$ cat config.mk
export PLATFORM = sky130hd
export DESIGN_NAME = idle_link_pulse_gen
export DESIGN_NICKNAME = d
export VERILOG_FILES = /design/src/rtl/lpg_pkg.sv /design/src/rtl/lpg_restart_ctrl.sv /design/src/rtl/lpg_interval_timer.sv /design/src/rtl/lpg_pulse_reg.sv /design/src/rtl/idle_link_pulse_gen.sv
export SDC_FILE = /design/constraint.sdc
export NUM_CORES = 1
export LEC_CHECK = 0
export BUFFER_PORTS_ARGS = -buffer_cell sky130_fd_sc_hd__buf_2
export CAP_MARGIN = 15
export CORE_ASPECT_RATIO = 1.25
export CORE_MARGIN = 1
export CORE_UTILIZATION = 46
export CTS_BUF_LIST = sky130_fd_sc_hd__clkbuf_4 sky130_fd_sc_hd__clkbuf_8
export DETAILED_ROUTE_END_ITERATION = 8
export PLACE_DENSITY = 0.6
export SLEW_MARGIN = 20
export SYNTH_ARGS = -nofsm -noshare
export SYNTH_HDL_FRONTEND = slang
export SYNTH_SLANG_ARGS = --single-unit
$ cat constraint.sdc
create_clock -name clk -period 2.3 [get_ports clk]
set_input_delay 0.115 -clock clk [delete_from_list [all_inputs] [get_ports clk]]
set_output_delay 0.115 -clock clk [all_outputs]
set_load 0.1 [all_outputs]
$ cat src/rtl/lpg_pkg.sv
// Package: shared types for the idle link pulse generator.
// Assumes: one clock cycle equals one bit time.
package lpg_pkg;

    // What the timer does on the coming clock edge.
    typedef enum logic [1:0] {
        TMR_COUNT   = 2'b00,  // advance by one
        TMR_RESTART = 2'b01,  // clear because a frame just ended
        TMR_HOLD    = 2'b10   // clear and hold because transmission is active
    } tmr_cmd_e;

    // Default interval: 16 ms at a 10 MHz bit clock.
    localparam int unsigned DEFAULT_INTERVAL = 160000;

endpackage

$ cat src/rtl/lpg_restart_ctrl.sv
// Module: lpg_restart_ctrl
// Turns the transmitter status into one command for the interval timer.
// Assumes: eof_done is a single-cycle strobe. tx_active may stay high for any length of time.
// Hold takes priority over restart. Both clear the timer.
module lpg_restart_ctrl
    import lpg_pkg::*;
(
    input  logic     tx_active,
    input  logic     eof_done,
    output tmr_cmd_e cmd,
    output logic     block_pulse
);

    // Pick the timer command from the transmitter status.
    always_comb begin
        if (tx_active) begin
            cmd = TMR_HOLD;
        end else if (eof_done) begin
            cmd = TMR_RESTART;
        end else begin
            cmd = TMR_COUNT;
        end
    end

    // Any activity on the transmit side blocks a pulse in this cycle.
    always_comb begin
        block_pulse = (cmd != TMR_COUNT);
    end

endmodule

$ cat src/rtl/lpg_interval_timer.sv
// Module: lpg_interval_timer
// Counts idle bit times from 0 to INTERVAL-1, then wraps to 0.
// Assumes: INTERVAL >= 2. Synchronous active-low reset clears the count.
// The expiry flag is combinational and is high while the count is at INTERVAL-1.
module lpg_interval_timer
    import lpg_pkg::*;
#(
    parameter int unsigned INTERVAL = DEFAULT_INTERVAL
) (
    input  logic     clk,
    input  logic     rst_n,
    input  tmr_cmd_e cmd,
    output logic     expire
);

    localparam int unsigned CW = (INTERVAL > 2) ? $clog2(INTERVAL) : 1;
    localparam logic [CW-1:0] LAST = CW'(INTERVAL - 1);

    logic [CW-1:0] count_q;

    // Flag the final count of the interval.
    always_comb begin
        expire = (count_q == LAST);
    end

    // Advance, wrap, or clear the idle count.
    always_ff @(posedge clk) begin
        if (!rst_n) begin
            count_q <= '0;
        end else if (cmd != TMR_COUNT) begin
            count_q <= '0;
        end else if (expire) begin
            count_q <= '0;
        end else begin
            count_q <= count_q + 1'b1;
        end
    end

endmodule

$ cat src/rtl/lpg_pulse_reg.sv
// Module: lpg_pulse_reg
// Registers the pulse request so the line driver sees a clean, glitch-free level.
// Assumes: fire is high for at most one cycle per interval.
module lpg_pulse_reg (
    input  logic clk,
    input  logic rst_n,
    input  logic fire,
    output logic pulse
);

    logic pulse_q;

    // Capture the request for exactly one cycle.
    always_ff @(posedge clk) begin
        if (!rst_n) begin
            pulse_q <= 1'b0;
        end else begin
            pulse_q <= fire;
        end
    end

    // Drive the output straight from the flop.
    always_comb begin
        pulse = pulse_q;
    end

endmodule

$ cat src/rtl/idle_link_pulse_gen.sv
// Module: idle_link_pulse_gen (top)
// Emits one-bit-time link pulses after each full interval of transmit silence.
// Assumes: clk is the bit clock and rst_n is synchronous and active low.
// A pulse is dropped if the transmitter is busy, or has just finished a frame, in the expiry cycle.
module idle_link_pulse_gen
    import lpg_pkg::*;
#(
    parameter int unsigned INTERVAL = DEFAULT_INTERVAL
) (
    input  logic clk,
    input  logic rst_n,
    input  logic tx_active,
    input  logic eof_done,
    output logic link_pulse
);

    tmr_cmd_e cmd;
    logic     block_pulse;
    logic     expire;
    logic     fire;

    lpg_restart_ctrl u_ctrl (
        .tx_active   (tx_active),
        .eof_done    (eof_done),
        .cmd         (cmd),
        .block_pulse (block_pulse)
    );

    lpg_interval_timer #(
        .INTERVAL (INTERVAL)
    ) u_timer (
        .clk    (clk),
        .rst_n  (rst_n),
        .cmd    (cmd),
        .expire (expire)
    );

    // Fire only when the timer expires on an idle line.
    always_comb begin
        fire = expire && !block_pulse;
    end

    lpg_pulse_reg u_out (
        .clk   (clk),
        .rst_n (rst_n),
        .fire  (fire),
        .pulse (link_pulse)
    );

endmodule

==> impl_metrics.csv, run 1 <==
group,metric,value,unit
status,status,"completed",
global_routing,track_usage,18.06,%
logic_synthesis,synth.yosys.warnings,0,
logic_synthesis,netlist_instances,97,
critical_path,critPathLaunchType,"flop",
global_routing,grt_pass1_wl,2.484,mm
global_routing,grt_pass1_vias,607,
clock_network,post_cts_resized,0,
logic_synthesis,synthMuxAreaShare,0,%
timing,maxSlewViolCount,0,
clock_network,cts_root_buffer,"clkbuf_4",
logic_synthesis,synth_nets,102,
critical_path,critPathRequiredTime,2.50,ns
pwr,switching_share,20.29,%
clock_network,cts_buffers,3,
detailed_routing,vias_per_cell,5.244,
clock_network,ctsHtreeMaxLevel,1,
logic_synthesis,synth-xor-area-share,14.56,%
layout,num_antenna_cells,0,
logic_synthesis,synth-seq-cells,19,
floorplan,die-area,2007,um2
floorplan,die_w,40.27,um
clock_network,worstSkewPairLatency,0.30,ns
logic_synthesis,synth_top_family_by_area,"simple AND/OR/NAND/NOR gates",
clock_network,cts_tree,"yes",
critical_path,critPathMaxFanout,11,
timing,finalCritPeriodShare,79.67,%
logic_synthesis,synth_cell_types,23,
pwr,p_seq_share,63.7,%
timing,slew_headroom,68.09,%
timing,hold-worst-slack,0.05645,ns
critical_path,path_delay_family,"simple AND/OR/NAND/NOR gates",
timing,fmax,545.7,MHz
detailed_routing,wl_per_cell,11.49,um
detailed_routing,dr_total_vias,645,
clock_network,cts_buffer_depth,2,
pwr,switchingPower,105.3,uW
critical_path,worst_ep_arrival_time,2.03,ns
global_routing,grt.overflow.total,0,
flow_run,drv_cap,0,
critical_path,max_stage_delay,0.52,ns
timing,rsz0062_at_grt,"no",
worst_hold_path,hold_path.class,"in -> reg",
floorplan,core.rowCount,16,
logic_synthesis,synth.area.top_cells,"dfxtp_1 45%, xnor2_1 11%, nor2_1 9.4%",
critical_path,path_class,"reg -> reg",
detailed_routing,drtIter0Drc,12,
logic_synthesis,synth_area,842.1,um2
pwr,total_power,519.2,uW
clock_network,cts_post_setup_buffers_inserted,0,
pwr,clock_power_share,34.3,%
pwr,p_leak,0.2825,nW
logic_synthesis,yosysSeqAreaShare,45.17,%
timing,tightest_slew,0.4819,ns
pwr,power_frac_comb,2.0,%
timing,hold_viol,0,
global_routing,antenna_found_initial,0,
detailed_routing,drt_pass1_iterations,4,
logic_synthesis,synthDominantCellAreaShare,45.17,%
floorplan,die_h,49.84,um
detailed_routing,antenna_left,0,
clock_network,path_clk_slew,0.10,ns
placed_design,gp_congestion,0.8096,
critical_path,crit_chain,"or4_1, nor4_1, a21o_1, buf_4, nor2_1",
critical_path,crit_slowest_cell,"or4_1",
timing,final-setup-viol-count,0,
logic_synthesis,synth-compound-area-share,3.715,%
layout,drive_above_1_share,12.38,%
detailed_routing,routed_wl,1.413,mm
critical_path,end_kind,"flop",
logic_synthesis,synth_fa_ha_area_share,1.486,%
logic_synthesis,yosys.area_share.simple,30.61,%
clock_network,cts.sinks,19,
logic_synthesis,syn-mean-instance-area,8.681,um2
pwr,p_int,413.8,uW
layout,area_growth_syn_to_layout,8.172,%
pwr,ir_worst_vdd,0.3902,mV
logic_synthesis,yosysTopAreaCell,"dfxtp_1",
global_routing,grt_max_degree,12,
placed_design,dp.final_hpwl,1.077,mm
detailed_routing,drc,0,
clock_network,ctsHoldBuffers,0,
timing,skew,0.008123,ns
layout,layout.nets,111,
pwr,pwr_density_cell,570.0,nW/um2
layout,seqCellArea,380.4,um2
floorplan,num_io_pins,5,
layout,multiInputGateArea,424.2,um2
floorplan,core_area,1642,um2
timing,final.min_clock_period,1.832,ns
timing,setup_tns,0,ns
layout,fillers,165,
floorplan,start_util,51.30,%
placed_design,port-buffer-count,4,
critical_path,cp.buffers_inverters,1,
[cells in the mapped netlist, drive strengths merged]
| master | n |
|---|---|
| buf | 2 |
| nor2 | 21 |
| nor4 | 3 |
| and4 | 1 |
| ha | 1 |
| nand4 | 7 |
| or3 | 2 |
| dfxtp | 19 |
| or4 | 2 |
| xnor2 | 11 |
| nand3 | 5 |
| inv | 5 |
| nand2b | 1 |
| o21ai | 2 |
| a21oi | 2 |
| nand2 | 5 |
| a21o | 1 |
| xor2 | 3 |
| nor3 | 4 |
[logic make-up after synthesis]
logic type | after synthesis
AOI/OAI and AO/OA | 5
xor gates and xnor gates | 14
adders and majority gates | 1
buffers and inverters | 7
DFF | 19
and+or+nand+nor | 51
[final timing paths]
path | start | depth (start not counted) | slack (ns) | to
max | u_timer.count_q[9] | 5 | 0.47 | u_timer.count_q[14]
min reg2reg | u_timer.count_q[0] | 1 | 0.49 | u_timer.count_q[0]
min | rst_n | 3 | 0.06 | u_out.pulse
max reg2reg | u_timer.count_q[9] | 5 | 0.47 | u_timer.count_q[14]
[power groups by stage]
stage | clock network [mW] | registers, mW | logic [mW]
final | 0.178 | 0.331 | 0.0104
after global placement | 0 | 0.338 | 0.0105
after floorplan | 0 | 0.338 | 0.00716
after CTS | 0.186 | 0.331 | 0.0106
after detailed placement | 0 | 0.338 | 0.0105
after global routing | 0.198 | 0.331 | 0.0121
[per-stage QoR]
stage | area, um2 | util (%) | worst slack [ns] | std cells
after global placement | 880.8 | 53.66 | 0.4596 | 119
after detailed placement | 880.8 | 53.66 | 0.4591 | 119
after CTS | 910.9 | 55.49 | 0.4362 | 123
final | 910.9 | 55.49 | 0.4676 | 123
after global routing | 910.9 | 55.49 | 0.3420 | 123
after floorplan | 842.1 | - | 0.6000 | 97
[flip-flops by register name (all words and copies together), names as in the netlist]
register         flops
u_timer.count_q     18
u_out.pulse          1
[routing by layer]
metal,global-route usage [%],routed length (um),vias up
met4,11.67,47,0
li1,-,-,344
met2,25.54,624,8
met5,0,0,-
met3,2.703,31,5
met1,24.57,708,288
[placed cells by master, fill, tap and decap left out]
cell type / count
clkbuf_4: 4
nand2_1: 5
nor4_1: 3
a21oi_1: 1
and4_1: 1
o21ai_0: 2
nand3_1: 5
inv_1: 5
nand4_1: 6
nor2_1: 21
dfxtp_1: 19
nand4_2: 1
nor3_1: 4
ha_1: 1
or4_4: 1
a21oi_2: 1
or3_1: 2
a21o_1: 1
xnor2_1: 11
buf_4: 2
nand2b_1: 1
buf_2: 4
or4_1: 1
xor2_1: 3
[final cells by class]
type	count	share of cell area, %
sequential	19	41.76
multi-input combinational	71	46.57
inverter	5	2.060
timing repair buffer	6	3.846
tap	18	2.473
clock buffer	4	3.297
[worst register-to-register path, cell delays in order, from the launching register on]
cell and delay (ns):
dfxtp_1 0.37, or4_1 0.52, nor4_1 0.40, a21o_1 0.20, buf_4 0.18, nor2_1 0.06
No activity file was read; power rests on OpenSTA's default activity.
==> run 2, diff against run 1 <==
- PLACE_DENSITY: 0.6 -> 0.62
- clock period: 2.3 -> 1.6 ns (I/O delays scaled with it)
==> impl_metrics.csv, run 2 (synthesis results as in run 1) <==
group,metric,value,unit
status,status,"complete, but fails checks",
status,violations,"setup timing",
pwr,p_leak,0.4224,nW
timing,final.min_clock_period,1.618,ns
timing,hold-worst-slack,0.03928,ns
global_routing,track_usage,19.95,%
floorplan,die_w,40.27,um
layout,num_antenna_cells,0,
floorplan,die-area,2007,um2
worst_hold_path,hold_start,"rst_n",
placed_design,pre_cts_ws,0.02083,ns
critical_path,reg2reg_depth,5,
critical_path,crit_slowest_cell,"or4_4",
clock_network,cts_buffers,3,
timing,maxSlewViolCount,0,
global_routing,grt.overflow.total,0,
layout,layout_commonest_cell,"buf_4",
worst_hold_path,whs_path_depth,3,
layout,layout.nets,132,
critical_path,path_class,"reg -> reg",
clock_network,cts.sinks,19,
critical_path,crit_chain,"or4_4, nor4_4, a21o_4, clkbuf_16, nor2_1",
pwr,p_int,587.7,uW
pwr,power_frac_comb,4.7,%
clock_network,cts_buffer_depth,2,
detailed_routing,drc,0,
layout,drive_above_1_share,43.65,%
timing,slew_headroom,68.14,%
timing,fin_ws,-0.01810,ns
timing,rsz0062_at_grt,"yes",
timing,setup_tns,-0.01810,ns
pwr,clock_power_share,32.8,%
pwr,p_seq_share,62.5,%
pwr,switching_share,22.70,%
global_routing,antenna_found_initial,0,
floorplan,core_area,1642,um2
clock_network,cts_tree,"yes",
pwr,ir_worst_vdd,0.5430,mV
critical_path,critPathMaxFanout,5,
critical_path,worst_ep_arrival_time,1.82,ns
timing,skew,0.008320,ns
detailed_routing,dr_total_vias,755,
critical_path,critPathLaunchType,"flop",
detailed_routing,vias_per_cell,5.243,
timing,hold_viol,0,
clock_network,cts_root_buffer,"clkbuf_4",
clock_network,path_clk_slew,0.12,ns
timing,finalCritPeriodShare,101.1,%
flow_run,drv_cap,0,
pwr,pwr_density_cell,632.4,nW/um2
layout,final_core_util,73.25,%
timing,fmax,618.0,MHz
clock_network,worstSkewPairLatency,0.30,ns
layout,area_growth_syn_to_layout,42.79,%
pwr,switchingPower,172.6,uW
critical_path,end_kind,"flop",
critical_path,reg2reg_from,"u_timer.count_q[9]",
detailed_routing,drtIter0Drc,6,
detailed_routing,drt_pass1_iterations,4,
floorplan,die_h,49.84,um
floorplan,start_util,51.30,%
timing,tightest_slew,0.4813,ns
worst_hold_path,hold_path.class,"in -> reg",
placed_design,port-buffer-count,4,
floorplan,core.rowCount,16,
critical_path,critPathRequiredTime,1.80,ns
layout,final_cell_mix,"19 x buf_4, 12 x nor2_1, 12 x dfxtp_1, 10 x xnor2_1, 7 x dfxtp_2",
detailed_routing,antenna_left,0,
worst_hold_path,hold_end,"u_out.pulse",
global_routing,grt_pass1_vias,694,
clock_network,ctsHtreeMaxLevel,1,
placed_design,gp_congestion,0.7056,
critical_path,reg2reg_slack,-0.02,ns
global_routing,grt_max_degree,19,
critical_path,max_stage_delay,0.55,ns
floorplan,num_io_pins,5,
critical_path,cp.buffers_inverters,1,
global_routing,grt_pass1_wl,2.753,mm
critical_path,r2r-end,"u_timer.count_q[11]",
layout,regMostFlops,"u_timer.count_q",
detailed_routing,routed_wl,1.880,mm
layout,largest_reg_flops,18,
critical_path,path_delay_family,"simple AND/OR/NAND/NOR gates",
timing,final-setup-viol-count,1,
pwr,total_power,760.4,uW
detailed_routing,wl_per_cell,13.06,um
placed_design,dp.final_hpwl,1.250,mm
run 2: cell types whose count changed in the layout (fill, tap and decap cells not counted), moves of 2 or more:
cell       before  now
dfxtp_2         0    7
nor2_4          0    3
clkbuf_16       0    2
nor2_2          0    6
dfxtp_1        19   12
buf_4           2   19
nor2_1         21   12
run 2: area by class of cell:
type | instances | area, um2
clock inverters | 1 | 5.005
inverters | 5 | 18.77
repair buffers | 27 | 244.0
multi-input cells | 71 | 500.5
fillers | 129 | 439.2
well taps | 18 | 22.52
flip-flops and latches | 19 | 389.1
clock buffers | 3 | 22.52
run 2: power groups by stage:
stage	clock network [mW]	registers, mW	logic [mW]
after global placement	0	0.486	0.0187
after CTS	0.258	0.475	0.0193
after global routing	0.274	0.476	0.0381
after detailed placement	0	0.486	0.0193
final	0.249	0.475	0.0357
after floorplan	0	0.486	0.0103
run 2: tightest hold or removal path, stage by stage:
cell and delay, ns:
buf_2 0.09, nand2_1 0.08, nor2_1 0.05
run 2: worst max path at each step:
stage,startpoint,to,slack [ns],cells past startpoint
finish,u_timer.count_q[9],u_timer.count_q[11],-0.02,5
global route,u_timer.count_q[9],u_timer.count_q[11],-0.08,5
CTS,u_timer.count_q[9],u_timer.count_q[9],0.002,5
detailed placement,u_timer.count_q[1],u_timer.count_q[17],0.02,4
global placement,u_timer.count_q[9],u_timer.count_q[8],0.03,5
floorplan,u_timer.count_q[9],u_timer.count_q[17],0.002,4
run 2: repair_timing:
action / CTS / global route
endpoints found under the setup margin: 1 / 18
pin swaps: 0 / 5
hold buffers: 0 / 0
buffers inserted: 0 / 2
hold endpoints to repair: 0 / 0
resized for setup: 3 / 20
cloned: 0 / 3
run 2: metal layers:
| metal | track usage (%) | share of wire [%] | up-vias | wire (um) |
|---|---|---|---|---|
| met1 | 22.22 | 43 | 354 | 807 |
| met4 | 8.333 | 1.4 | 0 | 27 |
| met5 | 0 | 0 | - | 0 |
| met3 | 4.054 | 1.4 | 4 | 26 |
| li1 | - | - | 391 | - |
| met2 | 34.41 | 54 | 6 | 1018 |
run 2: per-stage QoR:
step | cell area (um2) | cells
5_1_grt | 1202 | 144
3_5_place_dp | 1022 | 135
2_1_floorplan | 850.8 | 97
4_1_cts | 1054 | 139
6_report | 1202 | 144
3_3_place_gp | 1022 | 135
